$ cat config.mk
export PLATFORM = sky130hd
export DESIGN_NAME = dram_cycle_decoder
export DESIGN_NICKNAME = d
export VERILOG_FILES = /design/src/rtl/dram_cyc_pkg.sv /design/src/rtl/strobe_sync.sv /design/src/rtl/dram_store.sv /design/src/rtl/refr_ctr.sv /design/src/rtl/dram_cycle_decoder.sv
export SDC_FILE = /design/constraint.sdc
export NUM_CORES = 1
export LEC_CHECK = 0
export ABC_AREA = 1
export ABC_CLOCK_PERIOD_IN_PS = 4150
export BUFFER_PORTS_ARGS = -buffer_cell sky130_fd_sc_hd__buf_2
export CAP_MARGIN = 20
export CORE_MARGIN = 2
export CORE_UTILIZATION = 35
export CTS_BUF_LIST = sky130_fd_sc_hd__clkbuf_8
export DETAILED_ROUTE_END_ITERATION = 8
export GPL_ROUTABILITY_DRIVEN = 0
export GPL_TIMING_DRIVEN = 1
export SLEW_MARGIN = 15
export SYNTH_ARGS = -nofsm -noshare
export SYNTH_HDL_FRONTEND = slang
export SYNTH_SLANG_ARGS = --single-unit
$ cat constraint.sdc
create_clock -name clk -period 4.15 [get_ports clk]
set_clock_uncertainty 0.2 [all_clocks]
set_input_delay 0.2075 -clock clk [delete_from_list [all_inputs] [get_ports clk]]
set_output_delay 0.2075 -clock clk [all_outputs]
set_load 0.1 [all_outputs]
$ cat src/rtl/dram_cyc_pkg.sv
package dram_cyc_pkg;
  typedef enum logic [2:0] {
    K_NONE  = 3'd0,
    K_READ  = 3'd1,
    K_EWR   = 3'd2,
    K_LWR   = 3'd3,
    K_RMW   = 3'd4,
    K_RONLY = 3'd5,
    K_CBR   = 3'd6,
    K_TEST  = 3'd7
  } cyc_kind_e;
endpackage

$ cat src/rtl/strobe_sync.sv
module strobe_sync #(
  parameter int W = 8,
  parameter logic [W-1:0] RST_VAL = '0
) (
  input  logic         clk,
  input  logic         rst,
  input  logic [W-1:0] d,
  output logic [W-1:0] q
);
  logic [W-1:0] meta;
  always_ff @(posedge clk) begin
    if (rst) begin
      meta <= RST_VAL;
      q    <= RST_VAL;
    end else begin
      meta <= d;
      q    <= meta;
    end
  end
endmodule

$ cat src/rtl/dram_store.sv
module dram_store #(
  parameter int IDX_W = 6,
  parameter int DQ_W  = 4
) (
  input  logic             clk,
  input  logic             wr_en,
  input  logic [IDX_W-1:0] wr_idx,
  input  logic [DQ_W-1:0]  wr_data,
  input  logic             rd_en,
  input  logic [IDX_W-1:0] rd_idx,
  output logic [DQ_W-1:0]  rd_data
);
  localparam int DEPTH = 1 << IDX_W;
  logic [DQ_W-1:0] mem [DEPTH];
  always_ff @(posedge clk) begin
    if (wr_en) mem[wr_idx] <= wr_data;
    if (rd_en) rd_data <= mem[rd_idx];
  end
endmodule

$ cat src/rtl/refr_ctr.sv
module refr_ctr #(
  parameter int W = 10
) (
  input  logic         clk,
  input  logic         rst,
  input  logic         inc,
  output logic [W-1:0] cnt
);
  always_ff @(posedge clk) begin
    if (rst)      cnt <= '0;
    else if (inc) cnt <= cnt + 1'b1;
  end
endmodule

$ cat src/rtl/dram_cycle_decoder.sv
module dram_cycle_decoder
  import dram_cyc_pkg::*;
#(
  parameter int ADDR_W  = 10,
  parameter int DQ_W    = 4,
  parameter int ROW_SEL = 3,
  parameter int COL_SEL = 3
) (
  input  logic              clk,
  input  logic              rst,
  input  logic              ras_n,
  input  logic              cas_n,
  input  logic              we_n,
  input  logic              oe_n,
  input  logic [ADDR_W-1:0] addr,
  input  logic [DQ_W-1:0]   dq_in,
  output logic [DQ_W-1:0]   dq_out,
  output logic              dq_oe,
  output logic [2:0]        cyc_kind,
  output logic              cyc_vld,
  output logic              cyc_illegal,
  output logic              test_mode,
  output logic [ADDR_W-1:0] refr_row,
  output logic              refr_vld
);
  localparam int SW    = 4 + ADDR_W + DQ_W;
  localparam int IDX_W = ROW_SEL + COL_SEL;
  localparam logic [SW-1:0] SYNC_RST = {4'b1111, {(ADDR_W + DQ_W){1'b0}}};

  // synchronised view of every pin
  logic [SW-1:0] syn;
  logic s_ras, s_cas, s_we, s_oe;
  logic [ADDR_W-1:0] s_addr;
  logic [DQ_W-1:0]   s_din;

  strobe_sync #(.W(SW), .RST_VAL(SYNC_RST)) u_sync (
    .clk(clk), .rst(rst),
    .d({ras_n, cas_n, we_n, oe_n, addr, dq_in}),
    .q(syn)
  );
  assign {s_ras, s_cas, s_we, s_oe, s_addr, s_din} = syn;

  // edge detection
  logic p_ras, p_cas, p_we;
  logic ras_fall, ras_rise, cas_fall, cas_rise, we_fall;
  always_ff @(posedge clk) begin
    if (rst) {p_ras, p_cas, p_we} <= 3'b111;
    else     {p_ras, p_cas, p_we} <= {s_ras, s_cas, s_we};
  end
  assign ras_fall = p_ras & ~s_ras;
  assign ras_rise = ~p_ras & s_ras;
  assign cas_fall = p_cas & ~s_cas;
  assign cas_rise = ~p_cas & s_cas;
  assign we_fall  = p_we & ~s_we;

  // cycle state
  logic [ADDR_W-1:0]  row_q;
  logic [COL_SEL-1:0] col_q;
  logic open_q, saw_col_q, rd_valid_q, early_q, drove_q, wrote_q;
  cyc_kind_e kind_q;

  logic open_evt, cbr_evt, col_evt, col_rd, col_wr, late_evt, rd_done;
  assign open_evt = ras_fall & s_cas;
  assign cbr_evt  = ras_fall & ~s_cas;
  assign col_evt  = cas_fall & ~s_ras & open_q;
  assign col_rd   = col_evt & s_we;
  assign col_wr   = col_evt & ~s_we;
  assign late_evt = we_fall & ~s_cas & ~cas_fall & ~s_ras & rd_valid_q & ~wrote_q;
  assign rd_done  = cas_rise & rd_valid_q & ~wrote_q;

  // storage
  logic             wr_en;
  logic [IDX_W-1:0] wr_idx, rd_idx;
  assign wr_en  = col_wr | late_evt;
  assign rd_idx = {row_q[ROW_SEL-1:0], s_addr[COL_SEL-1:0]};
  assign wr_idx = col_wr ? rd_idx : {row_q[ROW_SEL-1:0], col_q};

  dram_store #(.IDX_W(IDX_W), .DQ_W(DQ_W)) u_store (
    .clk(clk), .wr_en(wr_en), .wr_idx(wr_idx), .wr_data(s_din),
    .rd_en(col_rd), .rd_idx(rd_idx), .rd_data(dq_out)
  );

  // refresh row counter
  logic [ADDR_W-1:0] rcnt;
  refr_ctr #(.W(ADDR_W)) u_rctr (
    .clk(clk), .rst(rst), .inc(cbr_evt & s_we), .cnt(rcnt)
  );

  always_ff @(posedge clk) begin
    if (rst) begin
      row_q <= '0; col_q <= '0;
      open_q <= 1'b0; saw_col_q <= 1'b0; rd_valid_q <= 1'b0;
      early_q <= 1'b0; drove_q <= 1'b0; wrote_q <= 1'b0;
      kind_q <= K_NONE; cyc_vld <= 1'b0; cyc_illegal <= 1'b0;
      test_mode <= 1'b0; refr_row <= '0; refr_vld <= 1'b0; dq_oe <= 1'b0;
    end else begin
      cyc_vld     <= 1'b0;
      cyc_illegal <= 1'b0;
      refr_vld    <= 1'b0;
      if (open_evt) begin
        row_q <= s_addr; open_q <= 1'b1; saw_col_q <= 1'b0;
      end
      if (ras_rise) begin
        open_q <= 1'b0;
        if (open_q && !saw_col_q) begin
          kind_q <= K_RONLY; cyc_vld <= 1'b1;
          refr_row <= row_q; refr_vld <= 1'b1; test_mode <= 1'b0;
        end
      end
      if (cbr_evt) begin
        open_q <= 1'b0; cyc_vld <= 1'b1;
        if (s_we) begin
          kind_q <= K_CBR; refr_row <= rcnt; refr_vld <= 1'b1; test_mode <= 1'b0;
        end else begin
          kind_q <= K_TEST; test_mode <= 1'b1;
        end
      end
      if (col_evt) begin
        saw_col_q  <= 1'b1;
        col_q      <= s_addr[COL_SEL-1:0];
        early_q    <= ~s_we;
        wrote_q    <= ~s_we;
        rd_valid_q <= s_we;
        drove_q    <= 1'b0;
        if (!s_we) begin
          kind_q <= K_EWR; cyc_vld <= 1'b1;
        end
      end
      if (late_evt) begin
        wrote_q     <= 1'b1;
        cyc_vld     <= 1'b1;
        cyc_illegal <= ~s_oe;
        kind_q      <= (drove_q || !s_oe) ? K_RMW : K_LWR;
      end
      if (rd_done) begin
        kind_q <= K_READ; cyc_vld <= 1'b1;
      end
      if (cas_rise) begin
        rd_valid_q <= 1'b0; early_q <= 1'b0; wrote_q <= 1'b0; drove_q <= 1'b0;
      end
      dq_oe <= ~s_cas & rd_valid_q & ~early_q & ~s_oe;
      if (~s_cas & rd_valid_q & ~early_q & ~s_oe) drove_q <= 1'b1;
    end
  end

  assign cyc_kind = kind_q;
endmodule

# == Yosys cells after proc, flatten, opt, wreduce, memory -nomap -nowiden ==
# Memories as Yosys holds them, arrays and structs flattened. A register that Yosys moved wholly into a read port is not among the register bits.
# Index checks and enable logic that the tools add are counted.
# Widths: inputs -> output; s select.
# op_classes
bitwise,33
addsub,1
n_mux,36
reduce_logical,14
# op_table
cell,n
$mux 10,4
$mux 1,24
$mux 3,8
$and 1x1->1,22
$add 10x1->10 const B,1
$not 1->1,10
$reduce_bool 2->1,4
$reduce_or 2->1,3
$reduce_bool 3->1,1
$reduce_or 3->1,1
$logic_not 1->1,2
$reduce_and 2->1,1
$logic_and 1x1->1,1
$logic_or 1x1->1,1
$or 1x1->1,1
# word_totals
wordCells,107
mem_count,1
reg_bits,86
out_inout_bits,22
ramBits,256
input_bits,20
# mem_list
memory,depth,width,rd,rd_ports_with_merged_regs,write_ports,line,source
u_store.mem,64,4,1,1,1,dram_store.sv:14,logic [DQ_W-1:0] mem [DEPTH];

# == Longest topological paths before layout ==
# logic_depth
depth_word,10
ltp_mapped,13
mapped_depth_nobuf,11

# == Cells and area by module ==
# Synthesis repeated with hierarchy kept, for this count alone.
# hier_totals
hier_cells,1324
hier_area_um2,13983.4
# modules_own_cells
module,area_each_um2,seq_area_each_um2,cells_each,instances
dram_store,10921.7,7807.5,948,1
dram_cycle_decoder,1591.5,800.8,200,1
strobe_sync,1022.2,720.7,112,1
refr_ctr,447.9,200.2,64,1

# == Worst setup path after synthesis ==
# Ideal clock, no wire load.
# synth_path
kind,register to register
from,reg u_sync.q[17]
to,"mem u_store.mem[20][0], enable pin"
t_required_ps,3621
setup_ps,329
arrival_ps,1498
synth_period_minus_slack_ps,2028
path_stages_with_launch,10
path_buffers,0
slack_ps,2122
path_cell_list,dfxtp_1 > nor2_2 > nand3_4 > nor2_4 > inv_2 > nand2_2 > inv_2 > nor2_1 > nand2_1 > nor2_1
# synth_between
elab_chain_cells,7
word_cells_on_any_way,11
classes_between,mux (3); bitwise (8)
# synth_lines
element,line,source
start: declaration,strobe_sync.sv:8,output logic [W-1:0] q
start signal: assignment,strobe_sync.sv:17,q <= meta;
$not 1->1 *,"dram_cycle_decoder.sv:65, dram_cycle_decoder.sv:68",
$and 1x1->1 (on tied branches) (2 in series),"dram_cycle_decoder.sv:65, dram_cycle_decoder.sv:68",
$and 1x1->1 (on tied branches),"dram_cycle_decoder.sv:67, dram_cycle_decoder.sv:68",
$or 1x1->1,dram_cycle_decoder.sv:74,assign wr_en = col_wr | late_evt;
$mux 1,dram_store.sv:16,if (wr_en) mem[wr_idx] <= wr_data;
$mux 1 (implied by the code),dram_store.sv:16,
end: declaration,dram_store.sv:14,
# Mark *: on every way between the ends. The rest lies on a longest branch, timed or not.

# == Worst setup path after layout ==
# layout_path
from,reg u_sync.q[17]
to,"mem u_store.mem[12][0], enable pin"
# Same word-level chain as after synthesis.

==> flow_summary.toml <==
[power_and_ir_drop]
vdd_drop_max_v = 0.000213
power.static_leakage_uw = 0.00628
p_per_area_mw_per_mm2 = 418

[global_routing]
grt_max_degree = 77
grt_overflow_total = 0
use_met1 = 0.227
use_met3 = 0.0273
busiest_layer = "met2"
grt_pass1_vias = 9870
grt_util_all_layers = 0.168
grt_use_met2 = 0.272
antenna_found_initial = 1
grt_pass1_wl_um = 53800

[timing]
setup_viol = 0
fin_crit_sh = 0.643
min_period_ns = 2.67
worstMarginPinSlew_ns = 1.04
maxClockFrequency_mhz = 375
drv_slew = 0
rsz0062_at_grt = "no"
finalHoldViolCount = 0
slew_headroom = 0.307
setup_tns_ns = 0

[logic_synthesis]
async_reset_ff_frac = 0
synth_ff_type = "edfxtp_1"
synth-edff-count = 260
synth.ff_latch_count = 346
netlist_area_sq_mm = 0.0140
syn_nets = 1406
synth_area_per_cell_sq_um = 10.1
netlist_instances = 1385
synth_seq_area_share = 0.682
synth_cell_type_count = 34
ys_warn_count = 0

[setup_path]
ff2ff_path_depth = 9
cp-end-kind = "flip-flop"
r2r-start = "u_sync.q[17]$_SDFF_PP1_"
worstReg2RegEnd = "u_store.mem[12][0]$_DFFE_PP_"
crit_end = "u_store.mem[12][0]$_DFFE_PP_"
rrSetupSlack_ns = 1.48
required_ns = 4.20
critPathMaxFanout = 8
critPathLaunch = "u_sync.q[17]$_SDFF_PP1_"
path_class = "flip-flop to flip-flop"
crit_path_start_kind = "flip-flop"
arrival_ns = 2.72

[die]
core_sq_mm = 0.0395
die-width_um = 204
io_pins = 42
initial_core_util = 0.353
die_h_um = 204
rows = 73
die_area_sq_mm = 0.0416

[drt]
vias = 9821
dr.pass1.iters = 5
ant_nets = 0
wl_um = 34500
wl_per_cell_um = 17.0
drc = 0
dr.first_iter.drc_count = 791
via_per_inst = 4.84

[cells_and_area]
fin_area_sq_mm = 0.0160
layout-drive-gt1-share = 0.110
nNetsFinal = 1484
area_delta_synth_final_pct = 14.4

[cts]
cts_buffers = 55
htreeDepth = 2
cts_sinks = 346
clkLatencyLatePin_ns = 0.60
clk_pin_slew_ns = 0.06
cts_max_path_buffers = 3
cts_resized = 0
cts_tree = "done"
cts_root_buf = "clkbuf_8"

[place]
io_buffers = 41
placed_area_sq_mm = 0.0147
dp_hpwl_um = 20600

[outcome]
status = "complete, no violations"

[hold_path]
hp-class = "primary input to flip-flop"

[flow_run]
cap_violations = 0
[worst min path at each step]
stage | startpoint | end | cells after the start
5_1_grt | cas_n | u_sync.meta[16]$_SDFF_PP1_ | 3
3_5_place_dp | u_sync.meta[0]$_SDFF_PP0_ | u_sync.q[0]$_SDFF_PP0_ | 2
4_1_cts | cas_n | u_sync.meta[16]$_SDFF_PP1_ | 3
3_3_place_gp | u_sync.meta[0]$_SDFF_PP0_ | u_sync.q[0]$_SDFF_PP0_ | 2
6_report | cas_n | u_sync.meta[16]$_SDFF_PP1_ | 3
2_1_floorplan | oe_n | u_sync.meta[14]$_SDFF_PP1_ | 1
[flip-flops by register name, indices dropped and copies added, names as in the netlist, 3 cells and up]
name,cells
u_store.rd_data,4
u_sync.q,18
cyc_kind,3
row_q,10
u_sync.meta,18
u_store.mem,256
refr_row,10
u_rctr.cnt,10
col_q,3
[timing repair]
item / 4_1_cts / 5_1_grt
hold endpoints to repair: 29 / 0
setup endpoints to repair: 0 / 0
buffers inserted: 0 / 0
hold buffers: 26 / 0
[worst max-delay path, stage by stage (launching register included)]
cell	delay (ns)
dfxtp_1	0.33
nor2_2	0.18
nand3_4	0.14
nor2_4	0.17
inv_2	0.10
nand2_1	0.08
o21ai_2	0.07
nor2_1	0.16
nand2_1	0.44
nor2_1	0.45
[kinds of logic (layout without fill, tap and decap cells)]
| group | count (synthesis) | after routing | synth area share |
|---|---|---|---|
| other | 0 | 1 | 0 |
| and+or+nand+nor | 715 | 715 | 0.211 |
| buffers and inverters | 186 | 304 | 0.0516 |
| xor gates and xnor gates | 1 | 1 | 0.000627 |
| DFF | 346 | 346 | 0.682 |
| muxes | 1 | 1 | 0.000716 |
| adders and majority gates | 1 | 1 | 0.000895 |
| AOI/OAI and AO/OA | 135 | 135 | 0.0533 |
[cells in the mapped netlist (2+ instances only)]
library cell / instances / area share
nand2_1: 276 / 0.074
dfxtp_1: 86 / 0.12
nand4_1: 2 / 0.00089
o211ai_1: 7 / 0.0038
buf_2: 19 / 0.0068
clkinv_1: 3 / 0.00081
o31ai_1: 7 / 0.0038
o21ai_0: 87 / 0.031
o21ai_2: 2 / 0.0013
nor2_4: 3 / 0.0024
buf_1: 10 / 0.0027
inv_1: 116 / 0.031
nand2_2: 7 / 0.0031
inv_2: 4 / 0.0011
nor4_1: 3 / 0.0013
clkbuf_1: 34 / 0.0091
or2_2: 9 / 0.0040
nand3_1: 131 / 0.047
nor3_1: 6 / 0.0021
edfxtp_1: 260 / 0.56
nor2_2: 3 / 0.0013
a21oi_1: 25 / 0.0090
nor2_1: 274 / 0.074
[cell usage in the layout (no fill, tap or decap), types with 25 or more instances in the layout]
master and instances:
a21oi_1 25, buf_2 41, clkbuf_8 61, dfxtp_1 80
dlygate4sd3_1 26, edfxtp_1 260, inv_1 135, nand2_1 276
nand3_1 131, nor2_1 274, o21ai_0 87
[per-layer routing]
metal  wire, um  share of wire
met5          0              0
met4       1000          0.029
met3       2370          0.069
met2      15900           0.46
met1      15300           0.44
[metrics by stage]
stage | util | setup WS [ns] | hold slack (ns) | instances | power (uW)
finish | 0.404 | 1.48 | 0.134 | 2029 | 6690
global route | 0.404 | 1.30 | 0.135 | 2029 | 6930
CTS | 0.404 | 1.50 | 0.106 | 2027 | 6740
detailed placement | 0.372 | 1.52 | 0.188 | 1904 | 4110
global placement | 0.372 | 1.57 | 0.189 | 1904 | 4100
floorplan | - | 2.12 | 0.111 | 1385 | 4000
[cell type report]
cell class | instances | area (sq um)
diodes | 1 | 2.50
clock buffers | 61 | 840
clock inverters | 36 | 153
fillers | 3859 | 23600
inverters | 123 | 463
multi-input cells | 853 | 3730
flip-flops and latches | 346 | 9540
well taps | 525 | 657
repair buffers | 84 | 613
[where the power goes]
| group | switching (uW) | leakage, uW | total [uW] | internal (uW) |
|---|---|---|---|---|
| clock network | 1290 | 0.000584 | 2630 | 1340 |
| logic | 201 | 0.00260 | 293 | 92.1 |
| registers | 31.2 | 0.00309 | 3760 | 3730 |
No activity file was read; power rests on OpenSTA's default activity.
